[src/rtl/cpa_pkg.sv]
package cpa_pkg;
  localparam logic [7:0] CMD_COPY   = 8'h99;
  localparam logic [7:0] CMD_VERIFY = 8'hC3;
  localparam logic [7:0] PW_ARMED   = 8'hAA;
  localparam logic [7:0] REPLY_OK   = 8'h55;
  localparam logic [7:0] REPLY_HIT  = 8'hAA;
  localparam logic [7:0] REPLY_IDLE = 8'hFF;

  typedef enum logic [3:0] {
    ST_CMD, ST_AUTH, ST_CPW, ST_COPY, ST_DONE, ST_DEAD, ST_VADR, ST_VPW, ST_VRES
  } cpa_state_t;
endpackage

[src/rtl/cpa_pw_compare.sv]
module cpa_pw_compare #(
  parameter int PW_BYTES = 8,
  localparam int IW = $clog2(PW_BYTES),
  localparam int PW_W = 8 * PW_BYTES
) (
  input  logic            clk,
  input  logic            rst,
  input  logic            clr,
  input  logic            en,
  input  logic [7:0]      din,
  input  logic [PW_W-1:0] ref_pw,
  output logic            last_byte,
  output logic            miss_any
);
  logic [IW-1:0] idx_q;
  logic          miss_q;
  logic          diff;

  always_comb begin
    diff      = en && (din != ref_pw[{idx_q, 3'b000} +: 8]);
    last_byte = (idx_q == IW'(PW_BYTES - 1));
    miss_any  = miss_q | diff;
  end

  always_ff @(posedge clk) begin
    if (rst || clr) begin
      idx_q  <= '0;
      miss_q <= 1'b0;
    end else if (en) begin
      idx_q  <= idx_q + 1'b1;
      miss_q <= miss_q | diff;
    end
  end

  // a mismatch, once seen, persists until the compare is cleared
  a_r4_sticky_miss: assert property (@(posedge clk) disable iff (rst)
    (miss_q && !clr) |=> miss_q);
endmodule

[src/rtl/cpa_copy_timer.sv]
module cpa_copy_timer #(
  parameter int CYCLES = 1000,
  localparam int CW = $clog2(CYCLES + 1)
) (
  input  logic clk,
  input  logic rst,
  input  logic active,
  output logic done
);
  logic [CW-1:0] cnt_q;

  always_comb done = active && (cnt_q == CW'(CYCLES - 1));

  always_ff @(posedge clk) begin
    if (rst || !active) cnt_q <= '0;
    else if (!done)     cnt_q <= cnt_q + 1'b1;
  end

  // the window counter never passes its last cycle
  a_r2_window_bound: assert property (@(posedge clk) disable iff (rst)
    cnt_q <= CW'(CYCLES - 1));
endmodule

[src/rtl/copy_authorizer.sv]
module copy_authorizer
  import cpa_pkg::*;
#(
  parameter int          PW_BYTES    = 8,
  parameter int          COPY_CYCLES = 1000,
  parameter int          OFF_W       = 6,
  parameter logic [15:0] PW_BASE     = 16'h7FC0,
  localparam int         PW_W        = 8 * PW_BYTES
) (
  input  logic             clk,
  input  logic             rst,
  input  logic             bus_reset,
  input  logic             rx_valid,
  input  logic [7:0]       rx_data,
  input  logic             rd_req,
  output logic             tx_valid,
  output logic [7:0]       tx_data,
  input  logic [7:0]       ta1,
  input  logic [7:0]       ta2,
  input  logic [7:0]       es,
  input  logic [7:0]       pw_ctrl,
  input  logic [PW_W-1:0]  pw_read,
  input  logic [PW_W-1:0]  pw_full,
  input  logic             pwr_good,
  output logic             copy_req,
  output logic             aa_set,
  output logic [15:0]      copy_addr,
  output logic [OFF_W-1:0] copy_end
);
  cpa_state_t     st;
  logic [1:0]     step_q;
  logic           auth_bad_q;
  logic [15:3]    vaddr_q;
  logic [7:0]     vreply_q;
  logic [7:0]     auth_exp;
  logic           auth_bad_now;
  logic           pw_en, pw_clr, pw_last, pw_miss;
  logic [PW_W-1:0] pw_ref;
  logic           slot_ok;
  logic           copy_done;

  always_comb begin
    case (step_q)
      2'd0:    auth_exp = ta1;
      2'd1:    auth_exp = ta2;
      default: auth_exp = es;
    endcase
    auth_bad_now = auth_bad_q | (rx_data != auth_exp);
    pw_en   = rx_valid && (st == ST_CPW || st == ST_VPW);
    pw_clr  = bus_reset || (st == ST_CMD);
    pw_ref  = (st == ST_VPW && !vaddr_q[3]) ? pw_read : pw_full;
    slot_ok = (vaddr_q[15:4] == PW_BASE[15:4]);
  end

  cpa_pw_compare #(.PW_BYTES(PW_BYTES)) u_cmp (
    .clk(clk), .rst(rst), .clr(pw_clr), .en(pw_en), .din(rx_data),
    .ref_pw(pw_ref), .last_byte(pw_last), .miss_any(pw_miss)
  );

  cpa_copy_timer #(.CYCLES(COPY_CYCLES)) u_tmr (
    .clk(clk), .rst(rst), .active(st == ST_COPY), .done(copy_done)
  );

  always_ff @(posedge clk) begin
    if (rst || bus_reset) begin
      st         <= ST_CMD;
      step_q     <= '0;
      auth_bad_q <= 1'b0;
      vaddr_q    <= '0;
      vreply_q   <= REPLY_IDLE;
      copy_req   <= 1'b0;
      aa_set     <= 1'b0;
      if (rst) begin
        copy_addr <= '0;
        copy_end  <= '0;
      end
    end else begin
      aa_set <= 1'b0;
      case (st)
        ST_CMD: if (rx_valid) begin
          step_q     <= '0;
          auth_bad_q <= 1'b0;
          if (rx_data == CMD_COPY)        st <= ST_AUTH;
          else if (rx_data == CMD_VERIFY) st <= ST_VADR;
          else                            st <= ST_DEAD;
        end
        ST_AUTH: if (rx_valid) begin
          auth_bad_q <= auth_bad_now;
          step_q     <= step_q + 1'b1;
          if (step_q == 2'd2) st <= ST_CPW;
        end
        ST_CPW: if (rx_valid && pw_last) begin
          if (!auth_bad_q && (pw_ctrl != PW_ARMED || !pw_miss)) begin
            st        <= ST_COPY;
            copy_req  <= 1'b1;
            aa_set    <= 1'b1;
            copy_addr <= {ta2, ta1};
            copy_end  <= es[OFF_W-1:0];
          end else begin
            st <= ST_DEAD;
          end
        end
        ST_COPY: begin
          if (!pwr_good) begin
            st       <= ST_DEAD;
            copy_req <= 1'b0;
          end else if (copy_done) begin
            st       <= ST_DONE;
            copy_req <= 1'b0;
          end
        end
        ST_VADR: if (rx_valid) begin
          step_q <= step_q + 1'b1;
          if (step_q == 2'd0) vaddr_q[7:3] <= rx_data[7:3];
          else begin
            vaddr_q[15:8] <= rx_data;
            st            <= ST_VPW;
          end
        end
        ST_VPW: if (rx_valid && pw_last) begin
          vreply_q <= (slot_ok && !pw_miss) ? REPLY_HIT : REPLY_IDLE;
          st       <= ST_VRES;
        end
        default: ;
      endcase
    end
  end

  always_ff @(posedge clk) begin
    if (rst) begin
      tx_valid <= 1'b0;
      tx_data  <= REPLY_IDLE;
    end else begin
      tx_valid <= rd_req;
      if (rd_req) begin
        case (st)
          ST_DONE: tx_data <= REPLY_OK;
          ST_VRES: tx_data <= vreply_q;
          default: tx_data <= REPLY_IDLE;
        endcase
      end
    end
  end

  // acceptance pulse only coincides with an active copy window
  a_r2_aa_with_copy: assert property (@(posedge clk) disable iff (rst)
    aa_set |-> copy_req);
  // captured target address holds while copying
  a_r2_addr_stable: assert property (@(posedge clk) disable iff (rst)
    (copy_req && !aa_set) |-> $stable(copy_addr));
  // power loss ends the copy on the next cycle
  a_r7_power_drop: assert property (@(posedge clk) disable iff (rst)
    (copy_req && !pwr_good) |=> !copy_req);
  // bus reset ends the copy on the next cycle
  a_r12_reset_drop: assert property (@(posedge clk) disable iff (rst)
    bus_reset |=> (!copy_req && !aa_set));
  // one reply per request, one cycle later
  a_r11_reply_timing: assert property (@(posedge clk) disable iff (rst)
    rd_req |=> tx_valid);
  a_r11_no_spurious: assert property (@(posedge clk) disable iff (rst)
    !rd_req |=> !tx_valid);
endmodule

[config.mk]
export PLATFORM = sky130hd
export DESIGN_NAME = copy_authorizer
export DESIGN_NICKNAME = d
export VERILOG_FILES = /design/src/rtl/cpa_pkg.sv /design/src/rtl/cpa_pw_compare.sv /design/src/rtl/cpa_copy_timer.sv /design/src/rtl/copy_authorizer.sv
export SDC_FILE = /design/constraint.sdc
export NUM_CORES = 1
export LEC_CHECK = 0
export BUFFER_PORTS_ARGS = -buffer_cell sky130_fd_sc_hd__buf_2
export CAP_MARGIN = 25
export CORE_ASPECT_RATIO = 0.75
export CORE_MARGIN = 5
export CORE_UTILIZATION = 33
export CTS_CLUSTER_SIZE = 14
export DETAILED_ROUTE_END_ITERATION = 10
export GPL_TIMING_DRIVEN = 1
export PLACE_DENSITY = 0.68
export REMOVE_ABC_BUFFERS = 1
export SETUP_SLACK_MARGIN = 0.5
export SLEW_MARGIN = 20
export SYNTH_ARGS = -nofsm -noshare
export SYNTH_HDL_FRONTEND = slang
export SYNTH_HIERARCHICAL = 1
export SYNTH_SLANG_ARGS = --single-unit
[constraint.sdc]
create_clock -name clk -period 11.75 [get_ports clk]
set_input_delay 0.5875 -clock clk [delete_from_list [all_inputs] [get_ports clk]]
set_output_delay 0.5875 -clock clk [all_outputs]
set_load 0.1 [all_outputs]
---- Word level (Yosys, flattened, before mapping) ----
Cells that the tools add are included.
word-level totals
  register bits ........................... 75
  bits of input ports ..................... 174
  output and inout bits ................... 33
cells by class
  $add $sub $neg .......................... 3
  eq/ne operators ......................... 28
  shifts and indexed selects .............. 1
  multiplexer cells ....................... 39
  bitwise logic cells ..................... 5
  reductions and logical operators ........ 36
operator list
  cell                                                                     count
  16-bit two-way mux                                                       5
  64-bit two-way mux                                                       1
  64-bit by 7-bit indexed part select with 8-bit output                    1
  4-bit two-way mux                                                        9
  8-bit case mux with 2 select lines                                       2
  6-bit two-way mux                                                        5
  4-bit case mux with 6 select lines                                       1
  8-bit equality test, second input constant                               2
  8-bit != test                                                            2
  12-bit by 11-bit equality test with 1-bit output, second input constant  1
  4-bit by 3-bit equality test with 1-bit output, second input constant    3
  2-bit != test, second input constant                                     6
  3-bit AND reduction                                                      4
  2-bit nonzero test                                                       6
  10-bit by 1-bit adder with 10-bit output, second input constant          1
  10-bit equality test, second input constant                              1
  9-bit AND reduction                                                      1
  4-bit by 2-bit equality test with 1-bit output, second input constant    2
  2-bit by 1-bit != test with 1-bit output, second input constant          4
  8-bit != test, second input constant                                     1
  4-bit AND reduction                                                      2
  1-bit logical AND                                                        7
  1-bit two-way mux                                                        7
  7-bit two-way mux                                                        1
  other kinds (22)                                                         37

---- Logic depth before layout (Yosys ltp) ----
Gate-level depths: netlist of the first run.
  depth in word-level cells ............... 14
  gate-level depth with buffers ........... 17
  depth with buffers taken out ............ 15

---- By module ----
Netlist of the first run, hierarchy kept.
modules (own cells, without submodules)
  module           times used  cells each  area each (um2)
  copy_authorizer  1           325         3301.9
  cpa_pw_compare   1           73          798.3
  cpa_copy_timer   1           58          511.7

---- Worst setup path after synthesis of the first run ----
Ideal clock, no wire load.
  path kind ............................... reg-to-reg
  start ................................... reg st[1]
  end ..................................... reg copy_addr[0], enable pin
  data arrival time ....................... 4.201 ns
  slack ................................... 7.143 ns
  stages on the path, launching flop included .. 16
  buffers on the path ..................... 2
  period minus slack after synthesis ...... 4.607 ns
  path through ............................ dfxtp_1 buf_2 and2b_1 nand3_2 nor2_8 buf_6 mux2_1 mux4_1 mux2i_1 xor2_1 nand4_1 o41ai_2 nand2_1 a41oi_1 nand2_1 o21bai_1
on the way
  longest elaborated chain between the ends .. 12
  elaborated cells between the ends (all ways) .. 16
  those cells by class .................... eq/ne: 3; shift: 1; mux: 1; bitwise: 1; reduce/logical: 10
RTL lines
  what                                                   RTL line               source
  start: declaration                                     copy_authorizer.sv:30  cpa_state_t st;
  start signal: assignment                               copy_authorizer.sv:66  st <= ST_CMD;
  start signal: assignment                               copy_authorizer.sv:83  if (rx_data == CMD_COPY) st <= ST_AUTH;
  start signal: assignment                               copy_authorizer.sv:84  else if (rx_data == CMD_VERIFY) st <= ST_VADR;
  4-bit by 3-bit equality test with 1-bit output         copy_authorizer.sv:51  pw_ref = (st == ST_VPW && !vaddr_q[3]) ? pw_read : pw_full;
  1-bit logical AND                                      copy_authorizer.sv:51
  64-bit two-way mux                                     copy_authorizer.sv:51
  via pw_ref[45]                                         copy_authorizer.sv:38  logic [PW_W-1:0] pw_ref;
  64-bit by 7-bit indexed part select with 8-bit output  cpa_pw_compare.sv:20   diff = en && (din != ref_pw[{idx_q, 3'b000} +: 8]);
  8-bit != test                                          cpa_pw_compare.sv:20
  1-bit logical AND                                      cpa_pw_compare.sv:20
  1-bit bitwise OR                                       cpa_pw_compare.sv:22   miss_any = miss_q | diff;
  via pw_miss                                            copy_authorizer.sv:37  logic pw_en, pw_clr, pw_last, pw_miss;
  1-bit logical NOT                                      copy_authorizer.sv:93  if (!auth_bad_q && (pw_ctrl != PW_ARMED || !pw_miss)) begin
  1-bit logical OR                                       copy_authorizer.sv:93
  1-bit logical AND                                      copy_authorizer.sv:93
  2-bit nonzero test (no line)                           n/a
  4-bit AND reduction (no line)                          n/a
  end signal: assignment                                 copy_authorizer.sv:97  copy_addr <= {ta2, ta1};
  end: declaration                                       copy_authorizer.sv:27  output logic [15:0] copy_addr,
The timed path passes the listed nets, and every way through them passes these cells.
A chain may end at the register's enable or synchronous reset.

---- Worst setup path after layout of the first run ----
  start ................................... reg st[1]
  end ..................................... reg copy_addr[14], enable pin
The elaborated chain is that of the path after synthesis.

==> impl_metrics.toml, run 1 <==
[route]
drt_wl_total_mm = 13.5
drc = 0
firstDrtPassIters = 4
first_iter_violations = 304
avgViaCountPerCell = 5.11
vias = 4213
avgRoutedWirePerCell_um = 16.4
final_antenna_net_count = 0

[power]
p_leak_nw = 2.47
powerDensity_nw_per_um2 = 104
ir_drop_mv = 0.0673

[logic_synthesis]
synth_enable_flop_cells = 22
ys_seq_elements = 62
synth_area_leader_cell = "dfxtp_1"
synthCells = 456
synth-async-reset-ratio_pct = 0
yosysSeqAreaShare_pct = 31.7
avgSynthCellArea_um2 = 10.1
synth_warnings = 6
synth_top_area_share_pct = 17.4
synth_flop_cell = "dfxtp_1"
synth.cell_area_um2 = 4610
synthTopCellsByArea = "dfxtp_1 (17%), mux2_1 (16%), edfxtp_1 (14%)"
ys_types = 67

[flow_run]
drv_cap = 0

[setup_path]
slowest_delay_ns = 0.81
end_kind = "register"
crit_slowest_cell = "nor2_8"
cp.arrival_ns = 5.41
cpMostUsedCell = "nand2_1"
cp.required_ns = 11.78
cp_top_family = "simple AND/OR/NAND/NOR gates"
path_cells = "and2b_1, nand3_2, nor2_8, mux2_1, mux4_1, mux2i_1, xor2_1, nand4_1, o41ai_2, nand2_1, a41oi_1, nand2_1, o21bai_2, buf_6"
crit_buf_inv = 1
cp-start-kind = "register"
crit_type = "reg2reg"
crit_fanout = 64

[placed_design]
dp_hpwl_mm = 10.7
placed_area_um2 = 5660
post-place-cells = 808
portBuffers = 206
place.gp.congestion = 0.928

[global_route]
antenna_found_initial = 0
grt.met3_usage_pct = 4.00
grt_start_max_net_pins = 65
grt_pass1_vias = 4124
grt_pass1_wl_mm = 21.4
track_usage_pct = 15.9
grt.busiest_layer = "met2"
grt_util_met1_pct = 21.9
globalRouteOverflowTotal = 0
grtUsageMet2_pct = 25.1

[clock_network]
cts_max_level = 3
cts_buffers = 9
cts_buffer_depth = 2
cts.repair.resized = 0
cts_hold_buf = 0
post-cts-setup-buffers = 0
root_buffer = "clkbuf_16"
clkTransAtPathRegs_ns = 0.05
cts_sinks = 62
clk_latency_ns = 0.32
cts_tree = "done"

[die]
dieArea_um2 = 16500
die_h_um = 112
design.core.area_um2 = 13700
initial_core_util_pct = 33.7
die_w_um = 147
placementRows = 37
io-pin-count = 207

[timing]
setup_violations = 0
grt_setup_unrepaired = "false"
clock_skew_ns = 0.00470
maxSlewViolCount = 0
slew-limit-headroom_pct = 34.3
worst_slew_pin_slew_ns = 0.985
fmax_mhz = 186
fin_setup_tns_ns = 0
fin_crit_sh_pct = 45.8
min_period_ns = 5.38
finalHoldViolations = 0

[finish]
nets = 824
antenna_cells = 0
stdcell_area_um2 = 5950
stdcell_count = 824
drive_gt1_share_pct = 38.4
syn2layout_area_growth_pct = 28.9

[outcome]
status = "finished, final reports clean"

[hold_path]
hold_path.class = "reg2reg"
## area by class of cell
cell class | count | area (um2)
clock buffer | 10 | 229
tap | 175 | 219
fill | 1354 | 7760
multi-input combinational | 355 | 2890
sequential | 62 | 1460
timing repair buffer | 209 | 1060
clock inverter | 6 | 62.6
inverter | 7 | 26.3
## per-stage QoR
step / hold WS (ns) / total power [mW] / setup WS [ns] / utilization [%]
after global placement: 0.453 / 0.365 / 6.27 / 41.2
after global routing: 0.506 / 0.645 / 5.98 / 43.4
final: 0.473 / 0.619 / 6.37 / 43.4
after detailed placement: 0.457 / 0.366 / 6.40 / 41.3
after floorplan: 0.433 / 0.318 / 6.60 / -
after CTS: 0.468 / 0.627 / 6.40 / 43.4
## synth_stat cells (3+ instances only)
cell type	n
a21oi_1	22
a221oi_1	5
a22o_1	11
and2_1	24
buf_2	8
buf_4	6
buf_6	9
clkbuf_1	8
dfxtp_1	40
edfxtp_1	22
ha_1	6
inv_1	7
mux2_1	65
mux2_2	8
mux2i_1	27
mux4_2	6
nand2_1	17
nand2b_1	8
nand3_1	9
nand4_1	8
nor2_1	32
nor2b_1	7
nor3_1	7
nor4_1	5
o21ai_0	13
o21ai_1	3
o22ai_1	4
o31ai_1	3
or3_1	4
xnor2_1	10
xor2_1	7
## kinds of logic after synthesis
kind of cell,synth area share [%]
and+or+nand+nor,17.6
muxes,27.8
AOI/OAI and AO/OA,12.5
DFF,31.7
buffers and inverters,5.70
xor gates and xnor gates,3.23
adders and majority gates,1.63
## tightest hold or removal path, delay by kind of cell, from the launching register on
kind,cells,cell delay [ns]
AOI/OAI and AO/OA,1,0.06
buffers and inverters,1,0.06
DFF,1,0.29
## cell usage in the layout, fill, tap and decap left out, types with 4 or more instances in the layout
cell       synthesis  layout
nand2b_1           8       8
mux2i_1           27      27
buf_2              8     206
nor2_1            32      32
o22ai_1            4       4
dfxtp_1           40      40
a221oi_1           5       5
clkbuf_16          0       9
mux2_2             8       8
nand3_1            9       9
a22o_1            11      11
o21ai_0           13      13
nor2b_1            7       7
ha_1               6       6
and2_1            24      24
a21oi_1           22      22
inv_1              7       7
or3_1              4       4
mux2_1            65      65
mux4_2             6       6
nor4_1             5       5
xnor2_1           10      10
edfxtp_1          22      22
nand4_1            8       8
nor3_1             7       7
xor2_1             7       7
nand2_1           17      17
## sequential cells by signal, indices dropped and copies added, names as in the netlist, 2 cells and up
name / cells
vaddr_q: 13
tx_data: 2
step_q: 2
u_cmp/idx_q: 3
copy_end: 6
st: 4
u_tmr/cnt_q: 10
copy_addr: 16
## path summary, 6_finish.rpt
| path | to | slack (ns) | cells after the start | startpoint |
|---|---|---|---|---|
| max | copy_addr[14]$_SDFFCE_PN0P_ | 6.37 | 14 | st[1]$_SDFFE_PN0P_ |
| min | u_cmp/miss_q$_SDFFE_PP0P_ | 0.47 | 2 | u_cmp/miss_q$_SDFFE_PP0P_ |
| max reg2reg | copy_addr[14]$_SDFFCE_PN0P_ | 6.37 | 14 | st[1]$_SDFFE_PN0P_ |
| min reg2reg | u_cmp/miss_q$_SDFFE_PP0P_ | 0.47 | 2 | u_cmp/miss_q$_SDFFE_PP0P_ |
## per-layer routing
metal	vias to the layer above	wire length [um]
met5	-	0
met2	132	6230
met1	1983	6420
met4	0	104
met3	10	743
li1	2088	-
## report_power, final
part           leakage, nW  internal, mW  switching, mW
Clock                0.134         0.163         0.0944
Combinational         1.80        0.0470         0.0814
Sequential           0.533         0.229        0.00380
Total                 2.47         0.439          0.180
No activity file was read; power rests on OpenSTA's default activity.
==> inputs of run 2 (changes only) <==
==> constraint.sdc (replaced) <==
create_clock -name clk -period 5.55 [get_ports clk]
set_input_delay 0.2775 -clock clk [delete_from_list [all_inputs] [get_ports clk]]
set_output_delay 0.2775 -clock clk [all_outputs]
set_load 0.1 [all_outputs]
==> impl_metrics.toml, run 2 (synthesis results as in run 1) <==
[outcome]
status = "finished, final reports clean"

[clock_network]
cts.repair.resized = 0
cts_buffer_depth = 2
cts_buffers = 9
post-cts-setup-buffers = 0
cts_sinks = 62
root_buffer = "clkbuf_16"
clk_latency_ns = 0.33
cts_hold_buf = 0
clkTransAtPathRegs_ns = 0.05
cts_max_level = 3
cts_tree = "done"

[finish]
nets = 827
multi_input_area_um2 = 2890
top_register = "copy_addr"
fillers = 1345
antenna_cells = 0
syn2layout_area_growth_pct = 29.7
layout_common_cells = "buf_2 (206), mux2_1 (65), dfxtp_1 (40)"
stdcell_count = 827
register_area_um2 = 1460
drive_gt1_share_pct = 38.8
final_common_cell = "buf_2"
largest_reg_flops = 16
largestRegisters = "copy_addr: 16 flops, vaddr_q: 13 flops, u_tmr/cnt_q: 10 flops"

[placed_design]
post-place-cells = 811
dp_hpwl_mm = 10.6
portBuffers = 206
place.gp.congestion = 0.925

[timing]
fmax_mhz = 213
fin_crit_sh_pct = 84.4
whs_ns = 0.241
setup_violations = 0
finalHoldViolations = 0
min_period_ns = 4.69
worst_slew_pin_slew_ns = 0.830
maxSlewViolCount = 0
fin_setup_tns_ns = 0
clock_skew_ns = 0.00708
grt_setup_unrepaired = "false"
slew-limit-headroom_pct = 44.7

[route]
first_iter_violations = 193
drt_wl_total_mm = 13.2
avgViaCountPerCell = 4.99
avgRoutedWirePerCell_um = 16.0
vias = 4124
drc = 0
final_antenna_net_count = 0
firstDrtPassIters = 4

[setup_path]
crit_fanout = 36
cp.required_ns = 5.56
reg2reg_slack_ns = 0.86
cp.arrival_ns = 4.69
cp-start-kind = "register"
end_kind = "register"
crit_type = "reg2reg"

[die]
placementRows = 37
die_w_um = 147
initial_core_util_pct = 33.7
dieArea_um2 = 16500
io-pin-count = 207
design.core.area_um2 = 13700
die_h_um = 112

[power]
ir_drop_mv = 0.132
p_leak_nw = 2.49
powerDensity_nw_per_um2 = 221

[global_route]
globalRouteOverflowTotal = 0
grt_start_max_net_pins = 37
grt_pass1_vias = 4145
track_usage_pct = 15.5
grt_pass1_wl_mm = 20.9
antenna_found_initial = 0

[hold_path]
hold_path.class = "in2reg"

[flow_run]
drv_cap = 0
## run 2: final timing paths
kind / start / to / depth (start not counted)
worst max register to register: st[3]$_SDFFE_PN0P_ / copy_addr[7]$_SDFFCE_PN0P_ / 15
worst min register to register: u_cmp/miss_q$_SDFFE_PP0P_ / u_cmp/miss_q$_SDFFE_PP0P_ / 2
worst min-delay path: ta2[1] / copy_addr[9]$_SDFFCE_PN0P_ / 2
worst max-delay path: st[3]$_SDFFE_PN0P_ / copy_addr[7]$_SDFFCE_PN0P_ / 15
## run 2: layout make-up
cell class / instances / share of cell area [%]
Clock buffer: 10 / 3.89
Clock inverter: 6 / 1.05
Inverter: 7 / 0.439
Multi-Input combinational cell: 355 / 48.3
Sequential cell: 62 / 24.4
Tap cell: 175 / 3.66
Timing Repair Buffer: 212 / 18.2
## run 2: per-layer routing
metal | global-route usage [%] | wire [um]
met1 | 21.1 | 6250
met2 | 24.7 | 5960
met3 | 4.64 | 891
met4 | 3.20 | 100
met5 | 0 | 0
## run 2: critical path, cell delays in order (launching register included)
cell	delay [ns]
dfxtp_1	0.40
and2b_1	0.36
nand3_2	0.18
nor2_8	0.47
buf_12	0.28
mux2_1	0.34
mux4_1	0.50
mux2i_1	0.20
xor2_1	0.16
nand4_1	0.12
o41ai_2	0.28
nand2_1	0.12
a41oi_1	0.36
nand2_1	0.14
o21bai_2	0.13
buf_4	0.30
## run 2: through the flow
step | instance area (um2) | worst slack (ns) | util (%) | power [mW]
floorplan | 4380 | 0.399 | - | 0.673
global placement | 5690 | 1.06 | 41.5 | 0.773
detailed placement | 5690 | 0.884 | 41.5 | 0.774
CTS | 5980 | 0.875 | 43.7 | 1.34
global route | 5980 | 0.565 | 43.7 | 1.38
finish | 5980 | 0.864 | 43.7 | 1.32
## run 2: where the power goes
group	internal [mW]	switching [mW]	leakage, nW
combinational	0.0999	0.173	1.82
clock	0.350	0.205	0.138
sequential	0.485	0.00542	0.533
